[src/rtl/rxq_pkg.sv]
package rxq_pkg;

  localparam int RXQ_CHAR_W = 8;

  typedef struct packed {
    logic                  brk;
    logic                  parityErr;
    logic                  frameErr;
    logic [RXQ_CHAR_W-1:0] char;
  } rxEntry_t;

  typedef struct packed {
    logic wrEn;
    logic rdAdv;
    logic clr;
  } rxqStrobe_t;

endpackage

[src/rtl/rxq_data.sv]
module rxq_data
  import rxq_pkg::*;
#(
  parameter int DEPTH = 16
) (
  input  logic       clk,
  input  logic       rstN,
  input  rxqStrobe_t strb,
  input  rxEntry_t   wrData,
  output rxEntry_t   headData
);

  localparam int PTR_W = (DEPTH > 1) ? $clog2(DEPTH) : 1;
  localparam logic [PTR_W-1:0] LAST_PTR = PTR_W'(DEPTH - 1);

  rxEntry_t         mem [DEPTH];
  logic [PTR_W-1:0] wrPtr;
  logic [PTR_W-1:0] rdPtr;

  function automatic logic [PTR_W-1:0] nextPtr(input logic [PTR_W-1:0] p);
    return (p == LAST_PTR) ? '0 : p + 1'b1;
  endfunction

  always_ff @(posedge clk or negedge rstN) begin
    if (!rstN) begin
      wrPtr <= '0;
      rdPtr <= '0;
    end else if (strb.clr) begin
      wrPtr <= '0;
      rdPtr <= '0;
    end else begin
      if (strb.wrEn)  wrPtr <= nextPtr(wrPtr);
      if (strb.rdAdv) rdPtr <= nextPtr(rdPtr);
    end
  end

  // Entries are only ever written by a push; a pop never touches storage.
  always_ff @(posedge clk) begin
    if (strb.wrEn) mem[wrPtr] <= wrData;
  end

  assign headData = mem[rdPtr];

  // a written slot holds exactly the pushed entry afterwards
  p_entry_intact_r3: assert property (@(posedge clk) disable iff (!rstN)
    strb.wrEn |=> mem[$past(wrPtr)] == $past(wrData));

  // a clear returns both pointers to slot zero
  p_clr_ptrs_r11: assert property (@(posedge clk) disable iff (!rstN)
    strb.clr |=> (rdPtr == '0) && (wrPtr == '0));

endmodule

[src/rtl/rxq_ctrl.sv]
module rxq_ctrl
  import rxq_pkg::*;
#(
  parameter int DEPTH = 16
) (
  input  logic                          clk,
  input  logic                          rstN,
  input  logic                          pushEn,
  input  logic                          popEn,
  input  logic                          fifoClr,
  input  logic                          rxRst,
  input  logic                          statusClr,
  output rxqStrobe_t                    strb,
  output logic [$clog2(DEPTH+1)-1:0]    count,
  output logic                          dataReady,
  output logic                          overrun
);

  localparam int CNT_W = $clog2(DEPTH + 1);
  localparam logic [CNT_W-1:0] FULL_CNT = CNT_W'(DEPTH);
  localparam logic [CNT_W-1:0] ONE_CNT  = CNT_W'(1);

  logic isFull;
  logic isEmpty;
  logic doPush;
  logic doPop;
  logic notEmptyD;
  logic readyClear;
  logic readyRise;

  assign isFull  = (count == FULL_CNT);
  assign isEmpty = (count == '0);

  // A pop on a full queue frees a slot, so a paired push is accepted.
  assign doPop  = popEn & ~isEmpty & ~fifoClr;
  assign doPush = pushEn & (~isFull | doPop) & ~fifoClr;

  always_comb begin
    strb       = '0;
    strb.wrEn  = doPush;
    strb.rdAdv = doPop;
    strb.clr   = fifoClr;
  end

  always_ff @(posedge clk or negedge rstN) begin
    if (!rstN) begin
      count <= '0;
    end else if (fifoClr) begin
      count <= '0;
    end else begin
      unique case ({doPush, doPop})
        2'b10:   count <= count + 1'b1;
        2'b01:   count <= count - 1'b1;
        default: count <= count;
      endcase
    end
  end

  // Overrun: only an unpaired push against a full queue.
  always_ff @(posedge clk or negedge rstN) begin
    if (!rstN)                       overrun <= 1'b0;
    else if (fifoClr || statusClr)   overrun <= 1'b0;
    else if (pushEn && !popEn && isFull) overrun <= 1'b1;
  end

  // Data-ready: sticky, set on rise of not-empty.
  assign readyClear = ((count == ONE_CNT) && popEn && !pushEn) || rxRst;
  assign readyRise  = ~isEmpty & ~notEmptyD;

  always_ff @(posedge clk or negedge rstN) begin
    if (!rstN) begin
      notEmptyD <= 1'b0;
      dataReady <= 1'b0;
    end else begin
      notEmptyD <= ~isEmpty;
      if (readyClear) dataReady <= 1'b0;
      else            dataReady <= dataReady | readyRise;
    end
  end

  // occupancy never exceeds the depth
  p_count_bound_r1: assert property (@(posedge clk) disable iff (!rstN)
    count <= FULL_CNT);

  // combined push and pop on a non-empty queue keeps the count
  p_both_keep_r3: assert property (@(posedge clk) disable iff (!rstN)
    (pushEn && popEn && !isEmpty && !fifoClr) |=> count == $past(count));

  // an unpaired push on a full queue keeps the queue full
  p_full_keep_r4: assert property (@(posedge clk) disable iff (!rstN)
    (pushEn && !popEn && isFull && !fifoClr) |=> count == FULL_CNT);

  // overrun only rises after an unpaired push on a full queue
  p_overrun_cause_r5: assert property (@(posedge clk) disable iff (!rstN)
    $rose(overrun) |-> $past(pushEn && !popEn && isFull));

  // either clear source drops overrun
  p_overrun_clear_r6: assert property (@(posedge clk) disable iff (!rstN)
    (fifoClr || statusClr) |=> !overrun);

  // a paired push and pop never drops data-ready
  p_ready_hold_r8: assert property (@(posedge clk) disable iff (!rstN)
    (dataReady && pushEn && popEn && !rxRst) |=> dataReady);

  // receiver reset drops data-ready
  p_rxrst_r9: assert property (@(posedge clk) disable iff (!rstN)
    rxRst |=> !dataReady);

  // popping an empty queue leaves it empty
  p_empty_pop_r10: assert property (@(posedge clk) disable iff (!rstN)
    (popEn && !pushEn && isEmpty && !fifoClr) |=> count == '0);

endmodule

[src/rtl/rxq_top.sv]
module rxq_top
  import rxq_pkg::*;
#(
  parameter int DEPTH = 16
) (
  input  logic                       clk,
  input  logic                       rstN,
  input  logic                       pushEn,
  input  logic [RXQ_CHAR_W-1:0]      pushChar,
  input  logic                       pushFrame,
  input  logic                       pushParity,
  input  logic                       pushBreak,
  input  logic                       popEn,
  input  logic                       fifoClr,
  input  logic                       rxRst,
  input  logic                       statusClr,
  output logic [RXQ_CHAR_W-1:0]      headChar,
  output logic                       headFrame,
  output logic                       headParity,
  output logic                       headBreak,
  output logic [$clog2(DEPTH+1)-1:0] fillCount,
  output logic                       dataReady,
  output logic                       overrun
);

  rxqStrobe_t strb;
  rxEntry_t   wrData;
  rxEntry_t   headData;

  always_comb begin
    wrData.char      = pushChar;
    wrData.frameErr  = pushFrame;
    wrData.parityErr = pushParity;
    wrData.brk       = pushBreak;
  end

  rxq_ctrl #(.DEPTH(DEPTH)) ctrl_i (
    .clk       (clk),
    .rstN      (rstN),
    .pushEn    (pushEn),
    .popEn     (popEn),
    .fifoClr   (fifoClr),
    .rxRst     (rxRst),
    .statusClr (statusClr),
    .strb      (strb),
    .count     (fillCount),
    .dataReady (dataReady),
    .overrun   (overrun)
  );

  rxq_data #(.DEPTH(DEPTH)) data_i (
    .clk      (clk),
    .rstN     (rstN),
    .strb     (strb),
    .wrData   (wrData),
    .headData (headData)
  );

  assign headChar   = headData.char;
  assign headFrame  = headData.frameErr;
  assign headParity = headData.parityErr;
  assign headBreak  = headData.brk;

endmodule

[config.mk]
export PLATFORM = sky130hd
export DESIGN_NAME = rxq_top
export DESIGN_NICKNAME = d
export VERILOG_FILES = /design/src/rtl/rxq_pkg.sv /design/src/rtl/rxq_data.sv /design/src/rtl/rxq_ctrl.sv /design/src/rtl/rxq_top.sv
export SDC_FILE = /design/constraint.sdc
export NUM_CORES = 1
export LEC_CHECK = 0
export CAP_MARGIN = 20
export CORE_MARGIN = 5
export CORE_UTILIZATION = 57
export CTS_CLUSTER_DIAMETER = 120
export DETAILED_ROUTE_END_ITERATION = 8
export DONT_BUFFER_PORTS = 1
export PLACE_DENSITY = 0.75
export SYNTH_ARGS = -nofsm -noshare
export SYNTH_HDL_FRONTEND = slang
export SYNTH_HIERARCHICAL = 1
export SYNTH_SLANG_ARGS = --single-unit
[constraint.sdc]
create_clock -name clk -period 2.8 [get_ports clk]
set_clock_uncertainty 0.2 [all_clocks]
set_input_delay 0.42 -clock clk [delete_from_list [all_inputs] [get_ports clk]]
set_output_delay 0.42 -clock clk [all_outputs]
set_load 0.005 [all_outputs]
[After elaboration in Yosys (flattened, before gate mapping)]
Memories as Yosys holds them, arrays and structs flattened.
Index checks and enable logic that the tools add are counted.
Storage, ports and cells
  bits in registers: 16
  RAM bits: 176
  bits of input ports: 18
  logic and storage cells: 54
  memories kept: 1
Cells by class
  add/sub/neg operators: 4
  equal/unequal tests: 6
  multiplexer cells: 13
  bitwise operators: 11
  reduce and logical (&&, ||, !) cells: 13
Memories
  data_i.mem: depth 16, width 11, read ports 1, clocked after memory_dff 0, write ports 1, RTL line rxq_data.sv:16  | rxEntry_t mem [DEPTH];
Operator list (number)
  4-bit two-way mux: 6
  5-bit case mux with 2 select lines: 1
  4-bit by 1-bit adder with 4-bit output (second input constant): 2
  4-bit == test (second input constant): 2
  2-bit nonzero test: 3
  5-bit by 1-bit adder with 5-bit output (second input constant): 1
  1-bit bitwise AND: 5
  5-bit by 1-bit == test with 1-bit output (second input constant): 1
  5-bit == test (second input constant): 1
  5-bit logical NOT: 1
  1-bit two-way mux: 5
  5-bit two-way mux: 1
  5-bit by 1-bit subtractor with 5-bit output (second input constant): 1
  1-bit logical AND: 4
  1-bit inverter: 4
  3-bit nonzero test: 1
  2-bit by 1-bit == test with 1-bit output (second input constant): 1
  2-bit == test (second input constant): 1
  1-bit logical NOT: 2
  1-bit logical OR: 2
  1-bit OR: 2

[Longest topological paths before layout]
Gate-level depths: netlist of the first run.
  depth after elaboration: 10
  gate-level depth with buffers: 10
  depth with buffers taken out: 8

[Hierarchy]
Netlist of the first run, hierarchy kept.
Modules (own cells, without submodules)
  rxq_data: times used 1, cells each 368, area an instance 7254.5 um^2, sequential area each 5485.3 um^2
  rxq_ctrl: times used 1, cells each 63, area an instance 591.8 um^2, sequential area each 200.2 um^2

[Worst setup path after synthesis of the first run]
OpenSTA, ideal clock, no wires.
  kind: reg2reg
  start: register ctrl_i.count[0]
  end: memory data_i/mem[3][0] (netlist name) (enable)
  setup time: 393 ps
  arrival: 2508 ps
  setup slack: -301 ps
  cell stages (with the launch flop): 10
  path buffers: 2
  period minus slack after synthesis: 3101 ps
  cells stage by stage: dfrtp_1 > inv_1 > ha_1 > or3b_4 > nor3_1 > nor3_1 > buf_4 > clkbuf_1 > nand2_1 > nor3_1
On the way
  longest elaborated chain between the ends: 9
  elaborated cells between the ends (all ways): 11
  classes of those cells: 1 x eq/ne; 2 x mux; 7 x bitwise; 1 x reduce/logical
RTL lines
  start, declared: RTL line rxq_ctrl.sv:14  | output logic [$clog2(DEPTH+1)-1:0] count,
  start signal, assigned: RTL line rxq_ctrl.sv:52  | 2'b10: count <= count + 1'b1;
  start signal, assigned: RTL line rxq_ctrl.sv:53  | 2'b01: count <= count - 1'b1;
  start signal, assigned: RTL line rxq_ctrl.sv:54  | default: count <= count;
  5-bit logical NOT: RTL line rxq_ctrl.sv:32  | assign isEmpty = (count == '0);
  1-bit inverter: RTL line rxq_ctrl.sv:35  | assign doPop = popEn & ~isEmpty & ~fifoClr;
  1-bit bitwise AND (2 in a row): RTL line rxq_ctrl.sv:35
  1-bit OR (*): RTL line rxq_ctrl.sv:36  | assign doPush = pushEn & (~isFull | doPop) & ~fifoClr;
  1-bit bitwise AND (*) (2 in a row): RTL line rxq_ctrl.sv:36
  net ctrl_i.doPush: RTL line rxq_ctrl.sv:25  | logic doPush;
  1-bit two-way mux (*): RTL line rxq_data.sv:39  | if (strb.wrEn) mem[wrPtr] <= wrData;
  1-bit two-way mux (not written as such) (*): RTL line rxq_data.sv:39
  end, declared: RTL line rxq_data.sv:16
Mark *: on every way through the listed nets, which the timed path passes. The rest lies on a longest branch.

[Final worst setup path of the first run]
  start: register data_i.rdPtr[0]
  end: output headChar[0]
On the way
  longest elaborated chain between the ends: 1
RTL lines
  start, declared: RTL line rxq_data.sv:18  | logic [PTR_W-1:0] rdPtr;
  start signal, assigned: RTL line rxq_data.sv:33  | if (strb.rdAdv) rdPtr <= nextPtr(rdPtr);
  memory read 16 x 11 bit
  end, declared: RTL line rxq_top.sv:17  | output logic [RXQ_CHAR_W-1:0] headChar,
Every way passes these cells.

==> flow_metrics.tcl, run 1 <==
set metrics [dict create \
    grt_pass1_vias 4069 \
    timing.fmax_mhz 359 \
    synth_top_cell_area_share 0.674 \
    die-area_mm2 0.0162 \
    tightest_slew_ns 0.950 \
    dr.pass1.iters 5 \
    cap_violations 0 \
    cts_buffers 17 \
    critical_path_class "flip-flop to primary output" \
    setup_tns_ns 0 \
    cts-root-buf "clkbuf_16" \
    crit_start "data_i/rdPtr[0]" \
    final-hold-violation-count 0 \
    wl_met3_mm 1.05 \
    combPwrFrac 0.088 \
    chipHeight_um 127 \
    min_period_ns 2.79 \
    dp_cells 598 \
    drt-met1-wl_mm 6.36 \
    core-area_mm2 0.0133 \
    end_kind "primary output" \
    multi_input_area_mm2 0.00207 \
    portBuffers 0 \
    timing.max_slew.rel_slack 0.365 \
    grt_max_degree 27 \
    hp-start "fifoClr" \
    reg2reg_from "ctrl_i/count[0]" \
    holdCritPathClass "input pin to flip-flop" \
    wirelength_mm 15.6 \
    dpl.hpwl_mm 10.1 \
    arrival_ns 2.17 \
    fin_cells 653 \
    syn2layout_area_growth_pct 16.1 \
    cts_tree "done" \
    ys_top_cells_by_area "edfxtp_1 67%, mux4_2 9.5%, dfrtp_1 5.1%" \
    async_flop_share 0.0833 \
    finalCritPeriodShare 0.996 \
    ys.flop_type "edfxtp_1" \
    fill_cells 843 \
    pin_count 36 \
    drt_first_iter_violations 359 \
    drive_gt1_frac 0.247 \
    max-vdd-ir-drop_mv 0.422 \
    overflow 0 \
    required_ns 2.18 \
    wl_met2_mm 8.00 \
    p_int_uw 5230 \
    path_max_fanout 9 \
    start_util 0.588 \
    ys_seq_area_frac 0.725 \
    synth-edff-count 176 \
    final_cell_mix "176 x edfxtp_1, 35 x mux2i_1, 33 x mux4_2" \
    nets 491 \
    antenna_found_initial 0 \
    p_sw_uw 1360 \
    seq_area_mm2 0.00569 \
    power_uw 6590 \
    cts_buffer_depth 2 \
    synth.avg_cell_area_um2 18.2 \
    ys_seq_elements 192 \
    cts_sinks 192 \
    status "finished, final reports clean" \
    wl_per_cell_um 23.9 \
    synth_nets 458 \
    gp_congestion 0.825 \
    ys.warnings.count 6 \
    insertion_delay_ns 0.42 \
    sw_frac_of_total 0.207 \
    antennaDiodeCount 0 \
    syn_area_mm2 0.00785 \
    grt_first_pass_wirelength_mm 24.2 \
    cts.clk_slew.worst_paths_ns 0.07 \
    synthCells 431 \
    clkPwrFrac 0.426 \
    ys_types 42 \
    detail-route-antenna-nets 0 \
    rows 42 \
    powerDensity_mw_per_mm2 723 \
    grt_usage 0.205 \
    die_w_um 127 \
    htreeDepth 4 \
    p_leak_uw 0.00289 \
    rsz0062_at_grt "true" \
    via_per_inst 6.18 \
    slew_violations 0 \
    startpoint_type "flip-flop" \
    drc_errors 0 \
    holdWs_ns 0.0312 \
    final_common_cell "edfxtp_1" \
    vias 4037 \
    pwr-share-seq 0.486 \
    yosys.area.top_type "edfxtp_1" \
    finalSetupViolCount 0 \
    top_layer "met4" \
    final_util 0.682 \
]
-- critical path, stage by stage (launching register included) --
cell	delay (ns)
dfrtp_4	0.52
buf_4	0.20
mux4_2	0.55
a32oi_1	0.27
o21ai_1	0.20
-- state kept, by name, indices dropped and copies added (netlist names) --
name              flops
ctrl_i/count          5
ctrl_i/dataReady      1
ctrl_i/notEmptyD      1
ctrl_i/overrun        1
data_i/mem          176
data_i/rdPtr          4
data_i/wrPtr          4
-- power groups by stage --
| stage | clock network (µW) | registers [µW] | logic [µW] |
|---|---|---|---|
| floorplan | 0 | 3260 | 369 |
| global placement | 0 | 3270 | 476 |
| detailed placement | 0 | 3270 | 485 |
| CTS | 2850 | 3210 | 574 |
| global route | 2980 | 3210 | 631 |
| finish | 2800 | 3200 | 579 |
-- kinds of logic (layout without fill, tap and decap cells) --
kind of cell,Yosys count,after routing,share of synthesized area
flip-flops,192,192,0.725
AND/OR/NAND/NOR,68,68,0.0440
adder cells (fa/ha/maj),9,9,0.0144
AO/OA/AOI/OAI,53,53,0.0478
buffers and inverters,37,83,0.0247
XOR/XNOR,2,2,0.00223
multiplexers,70,70,0.142
-- synthesized netlist by cell type, drive strengths merged, types with 3 or more instances --
| cell type | n |
|---|---|
| nor2b | 4 |
| mux4 | 33 |
| ha | 9 |
| a21oi | 9 |
| a22oi | 13 |
| nand2b | 4 |
| nor3 | 11 |
| mux2i | 35 |
| o21ai | 13 |
| edfxtp | 176 |
| dfrtp | 16 |
| clkbuf | 8 |
| inv | 10 |
| buf | 19 |
| nor2 | 26 |
| a32oi | 11 |
| nand3 | 3 |
| nand2 | 9 |
-- metal layers --
| metal | up-vias | track usage |
|---|---|---|
| li1 | 1796 | - |
| met1 | 2066 | 0.270 |
| met2 | 156 | 0.332 |
| met3 | 19 | 0.0597 |
| met4 | 0 | 0.0662 |
| met5 | - | 0 |
-- stage by stage --
step	setup WS (ns)	cell area, µm²
detailed placement	-0.0397	8090
global placement	0.0177	8090
finish	0.0114	9110
CTS	0.00401	9010
floorplan	-0.0108	7870
global route	-0.163	9110
-- final timing paths --
check | slack (ns) | to | depth (start not counted)
max in group asynchronous | 1.58 | data_i/rdPtr[0] | 1
max | 0.01 | headChar[0] | 4
max reg2reg | 0.02 | data_i/mem[15][5] | 8
min | 0.03 | ctrl_i/count[3] | 2
min reg2reg | 0.33 | ctrl_i/dataReady | 3
min in group asynchronous | 0.29 | ctrl_i/overrun | 1
-- what timing repair did --
item,in CTS,in global routing
hold endpoints to repair,205,0
endpoints found under the setup margin,55,149
hold buffers,16,0
buffers inserted,3,4
resized for setup,10,15
-- area by class of cell --
cell class              count  share of cell area
clock inverters            15              0.0302
repair buffers             41              0.0427
flip-flops and latches    192               0.625
inverters                  10             0.00412
clock buffers              17              0.0467
multi-input cells         202               0.227
well taps                 176              0.0242
Power figures use the tool's default switching activity.
==> run 2: changes to the inputs <==
SYNTH_HIERARCHICAL = default   (was 1)
==> flow_metrics.tcl, run 2 <==
set metrics [dict create \
    status "finished, final reports clean" \
    required_ns 2.18 \
    startpoint_type "flip-flop" \
    detail-route-antenna-nets 0 \
    cts_tree "done" \
    cts_sinks 192 \
    chipHeight_um 128 \
    synth_nets 479 \
    synthAdderAreaFrac 0.0143 \
    drt_first_iter_violations 651 \
    vias 4350 \
    wirelength_mm 17.3 \
    grt_max_degree 24 \
    ys_seq_elements 192 \
    fill_cells 892 \
    crit_path_max_incr_delay_ns 0.56 \
    nets 517 \
    synth_xor_area_frac 0.00222 \
    die-area_mm2 0.0163 \
    holdCritPathClass "input pin to flip-flop" \
    syn2layout_area_growth_pct 15.1 \
    rows 43 \
    drive_gt1_frac 0.217 \
    path_max_fanout 11 \
    worstPathCellList "buf_4 -> mux4_2 -> a22oi_1 -> nand2_1" \
    antennaDiodeCount 0 \
    via_per_inst 6.38 \
    final-hold-violation-count 0 \
    htreeDepth 4 \
    cts_buffer_depth 2 \
    antenna_found_initial 0 \
    largest-register "data_i.mem" \
    tightest_slew_ns 0.779 \
    grt_first_pass_wirelength_mm 26.3 \
    pin_count 36 \
    overflow 0 \
    ys_types 50 \
    gp_congestion 0.848 \
    rsz0062_at_grt "true" \
    powerDensity_mw_per_mm2 769 \
    largest_reg_flops 176 \
    synthCells 452 \
    p_leak_uw 0.00305 \
    final_common_cell "edfxtp_1" \
    timing.max_slew.rel_slack 0.479 \
    insertion_delay_ns 0.43 \
    portBuffers 0 \
    yosys-top-cells-count "176 x edfxtp_1, 45 x mux2i_1, 23 x a221oi_1" \
    core-area_mm2 0.0137 \
    timing.fmax_mhz 364 \
    slowest_stage "dfrtp_4" \
    final_cell_mix "176 x edfxtp_1, 44 x mux2i_1, 22 x mux4_2, 22 x buf_4, 19 x nand2_1" \
    fin_cells 682 \
    dr.pass1.iters 6 \
    max-vdd-ir-drop_mv 0.500 \
    ys.flop_type "edfxtp_1" \
    end_kind "primary output" \
    synth_compound_area_frac 0.0697 \
    dp_slack_ns 0.0952 \
    ys_top_cells_by_area "edfxtp_1 67%, mux4_2 6.3%, mux2i_1 5.7%" \
    critical_path_class "flip-flop to primary output" \
    async_flop_share 0.0833 \
    wl_per_cell_um 25.3 \
    dp_cells 628 \
    dpl.hpwl_mm 10.7 \
    yosys.area_share.simple 0.0515 \
    min_period_ns 2.75 \
    grt_pass1_vias 4377 \
    synth-edff-count 176 \
    ys_seq_area_frac 0.720 \
    cpLargestDelayFamily "flip-flops" \
    synth.mux.area_fraction 0.123 \
    cts.clk_slew.worst_paths_ns 0.06 \
    finalCritPeriodShare 0.981 \
    synth_top_family_by_area "multiplexers" \
    drc_errors 0 \
    grt_usage 0.222 \
    synth.avg_cell_area_um2 17.5 \
    synth_top_cell_area_share 0.669 \
    cts_buffers 17 \
    start_util 0.576 \
    synthMostInstantiatedCell "edfxtp_1" \
    finalSetupViolCount 0 \
    syn_area_mm2 0.00790 \
    ys.warnings.count 0 \
    slew_violations 0 \
    reg_top3 "data_i.mem: 176 flops, ctrl_i.count: 5 flops" \
    yosys.area.top_type "edfxtp_1" \
    die_w_um 128 \
    cts-root-buf "clkbuf_16" \
    crit_buf_inv 1 \
    cap_violations 0 \
    fin_ws_ns 0.0539 \
    arrival_ns 2.13 \
]
## run 2: report_power, final
part / switching (µW) / internal (µW)
clock: 1060 / 1240
sequential: 80.0 / 3200
combinational: 740 / 681
total: 1880 / 5120
## run 2: kinds of logic (layout without fill, tap and decap cells)
logic type | after synthesis | count (layout)
flip-flops | 192 | 192
AO/OA/AOI/OAI | 74 | 74
AND/OR/NAND/NOR | 73 | 73
multiplexers | 69 | 69
buffers and inverters | 33 | 83
adder cells (fa/ha/maj) | 9 | 9
XOR/XNOR | 2 | 2
## run 2: routing by layer
layer  routed length, µm  GRT usage
met1                7010      0.304
met2                8340      0.343
met3                1500     0.0633
met4                 423     0.0824
met5                   0          0
## run 2: what timing repair did
action                                 4_1_cts  5_1_grt
setup endpoints to repair                   11      116
pin swaps                                    0        0
endpoints found under the hold margin      205        0
hold buffers                                17        0
gates cloned                                 0        0
buffers inserted                             3        3
gates resized for setup                      3       18
## run 2: area by class of cell
class | count | area, µm² | share of cell area
sequential | 192 | 5690 | 0.626
clock buffer | 18 | 429 | 0.0472
multi-input combinational | 227 | 2140 | 0.236
tap | 180 | 225 | 0.0248
inverter | 7 | 26.3 | 0.00289
timing repair buffer | 45 | 450 | 0.0495
clock inverter | 13 | 131 | 0.0144
## run 2: final timing paths
check | slack (ns) | to | start | depth (start not counted)
setup / recovery | 0.05 | headBreak | data_i.rdPtr[0] | 4
hold / removal | 0.03 | ctrl_i.count[0] | fifoClr | 2
setup reg to reg | 0.17 | data_i.mem[14][10] | ctrl_i.count[1] | 6
hold reg to reg | 0.34 | ctrl_i.dataReady | ctrl_i.notEmptyD | 3
max in group asynchronous | 1.52 | data_i.rdPtr[0] | rstN | 1
min in group asynchronous | 0.31 | ctrl_i.overrun | rstN | 1
## run 2: metrics by stage
step	area, µm²	TNS [ns]	total power, µW	hold slack [ns]	util
after floorplan	7900	0	4250	-0.0756	-
after global placement	8230	0	4540	-0.0752	0.600
after detailed placement	8230	0	4570	-0.0752	0.600
after CTS	9000	0	6960	0.0157	0.656
after global routing	9090	-0.242	7260	0.0401	0.663
final	9090	0	7000	0.0301	0.663
==> run 3: changes to the inputs <==
CELL_PAD_IN_SITES_DETAIL_PLACEMENT = 1   (was default)
CELL_PAD_IN_SITES_GLOBAL_PLACEMENT = 1   (was default)
CORE_UTILIZATION = 35   (was 57)
PLACE_DENSITY = default   (was 0.75)
PLACE_DENSITY_LB_ADDON = 0.1   (was default)
==> flow_metrics.tcl, run 3 (synthesized netlist as in run 2, its figures left out) <==
set metrics [dict create \
    rows 55 \
    end_kind "primary output" \
    largest-register "data_i.mem" \
    setup.worst_path.end "headChar[6]" \
    cts_sinks 192 \
    die_w_um 160 \
    overflow 0 \
    final-hold-violation-count 0 \
    slew_violations 0 \
    r2r_slack_ns 0.26 \
    r2r_end "data_i.mem[9][2]" \
    drc_errors 0 \
    cts_buffers 17 \
    timing.max_slew.rel_slack 0.431 \
    final_common_cell "edfxtp_1" \
    arrival_ns 2.14 \
    cts-root-buf "clkbuf_16" \
    cts_buffer_depth 2 \
    die-area_mm2 0.0257 \
    seq_area_mm2 0.00569 \
    rsz0062_at_grt "true" \
    r2r_cells 7 \
    finalCritPeriodShare 0.987 \
    start_util 0.352 \
    cts.clk_slew.worst_paths_ns 0.08 \
    wl_per_cell_um 25.5 \
    largest_reg_flops 176 \
    grt_usage 0.161 \
    cts_tree "done" \
    dr.pass1.iters 4 \
    fill_cells 2176 \
    tightest_slew_ns 0.850 \
    grt_pass1_vias 4601 \
    final_util 0.429 \
    grt_first_pass_wirelength_mm 30.4 \
    gp_congestion 0.745 \
    htreeDepth 4 \
    via_per_inst 5.38 \
    wirelength_mm 20.7 \
    chipHeight_um 160 \
    reg2reg_from "ctrl_i.count[0]" \
    crit_start "data_i.rdPtr[0]" \
    pin_count 36 \
    min_period_ns 2.76 \
    vias 4372 \
    dpl.hpwl_mm 13.1 \
    detail-route-antenna-nets 0 \
    syn2layout_area_growth_pct 22.0 \
    holdCritPathClass "input pin to flip-flop" \
    antennaDiodeCount 0 \
    drive_gt1_frac 0.271 \
    final_cell_mix "176 x edfxtp_1, 44 x mux2i_1, 35 x buf_4" \
    antenna_found_initial 1 \
    critical_path_class "flip-flop to primary output" \
    setup_tns_ns 0 \
    insertion_delay_ns 0.44 \
    core-area_mm2 0.0224 \
    multi_input_area_mm2 0.00222 \
    path_max_fanout 5 \
    portBuffers 0 \
    startpoint_type "flip-flop" \
    timing.fmax_mhz 362 \
    status "finished, final reports clean" \
    required_ns 2.18 \
    powerDensity_mw_per_mm2 774 \
    reg_top3 "data_i.mem: 176 flops, ctrl_i.count: 5 flops" \
    finalSetupViolCount 0 \
    max-vdd-ir-drop_mv 0.311 \
    cap_violations 0 \
    drt_first_iter_violations 321 \
    grt_max_degree 24 \
    p_leak_uw 0.00326 \
    nets 541 \
]
run 3: layout make-up:
type	instances	area share
Timing Repair Buffer	69	0.0761
Inverter	7	0.00273
Tap cell	285	0.0370
Sequential cell	192	0.591
Multi-Input combinational cell	227	0.230
Clock buffer	17	0.0442
Clock inverter	15	0.0195
run 3: worst min-delay path by stage:
| stage | depth (start not counted) | start | to |
|---|---|---|---|
| after floorplan | 0 | rstN | ctrl_i.count[0] |
| after global placement | 0 | rstN | ctrl_i.overrun |
| after detailed placement | 0 | rstN | ctrl_i.overrun |
| after CTS | 2 | fifoClr | ctrl_i.count[0] |
| after global routing | 3 | popEn | ctrl_i.overrun |
| final | 2 | fifoClr | ctrl_i.count[0] |
run 3: per-layer routing:
layer / vias to the layer above / GRT usage / part of all wire
met5: - / 0 / 0.00063
met4: 2 / 0.0477 / 0.0099
met3: 18 / 0.0312 / 0.038
met2: 85 / 0.259 / 0.50
met1: 2316 / 0.224 / 0.45
li1: 1951 / - / -
run 3: stage by stage:
| stage | instances | hold WS, ns | setup WS, ns | cell area [µm²] | power, µW |
|---|---|---|---|---|---|
| after floorplan | 452 | -0.0756 | 0.500 | 7900 | 4250 |
| after global placement | 746 | -0.0749 | 0.289 | 8460 | 4600 |
| after detailed placement | 746 | -0.0749 | 0.247 | 8460 | 4620 |
| after CTS | 800 | 0.000776 | -0.0254 | 9340 | 7250 |
| after global routing | 812 | 0.0241 | -0.0438 | 9630 | 7790 |
| final | 812 | 0.0195 | 0.0366 | 9630 | 7460 |
run 3: critical path: stages (launching register included):
cell	delay, ns
dfrtp_4	0.52
buf_4	0.17
buf_6	0.13
mux4_2	0.50
a22oi_1	0.25
nand2_1	0.15
run 3: where the power goes:
part / leakage (µW) / total [µW] / internal [µW] / switching (µW)
clock network: 0.000301 / 2500 / 1290 / 1210
registers: 0.00180 / 3250 / 3190 / 56.9
logic: 0.00116 / 1710 / 852 / 855
run 3: repair_timing:
| item | in CTS | in global routing |
|---|---|---|
| hold buffers | 17 | 0 |
| setup endpoints to repair | 11 | 11 |
| cloned | 0 | 4 |
| gates resized for setup | 9 | 29 |
| endpoints found under the hold margin | 205 | 0 |
| pin swaps | 0 | 20 |
| buffers inserted | 5 | 8 |
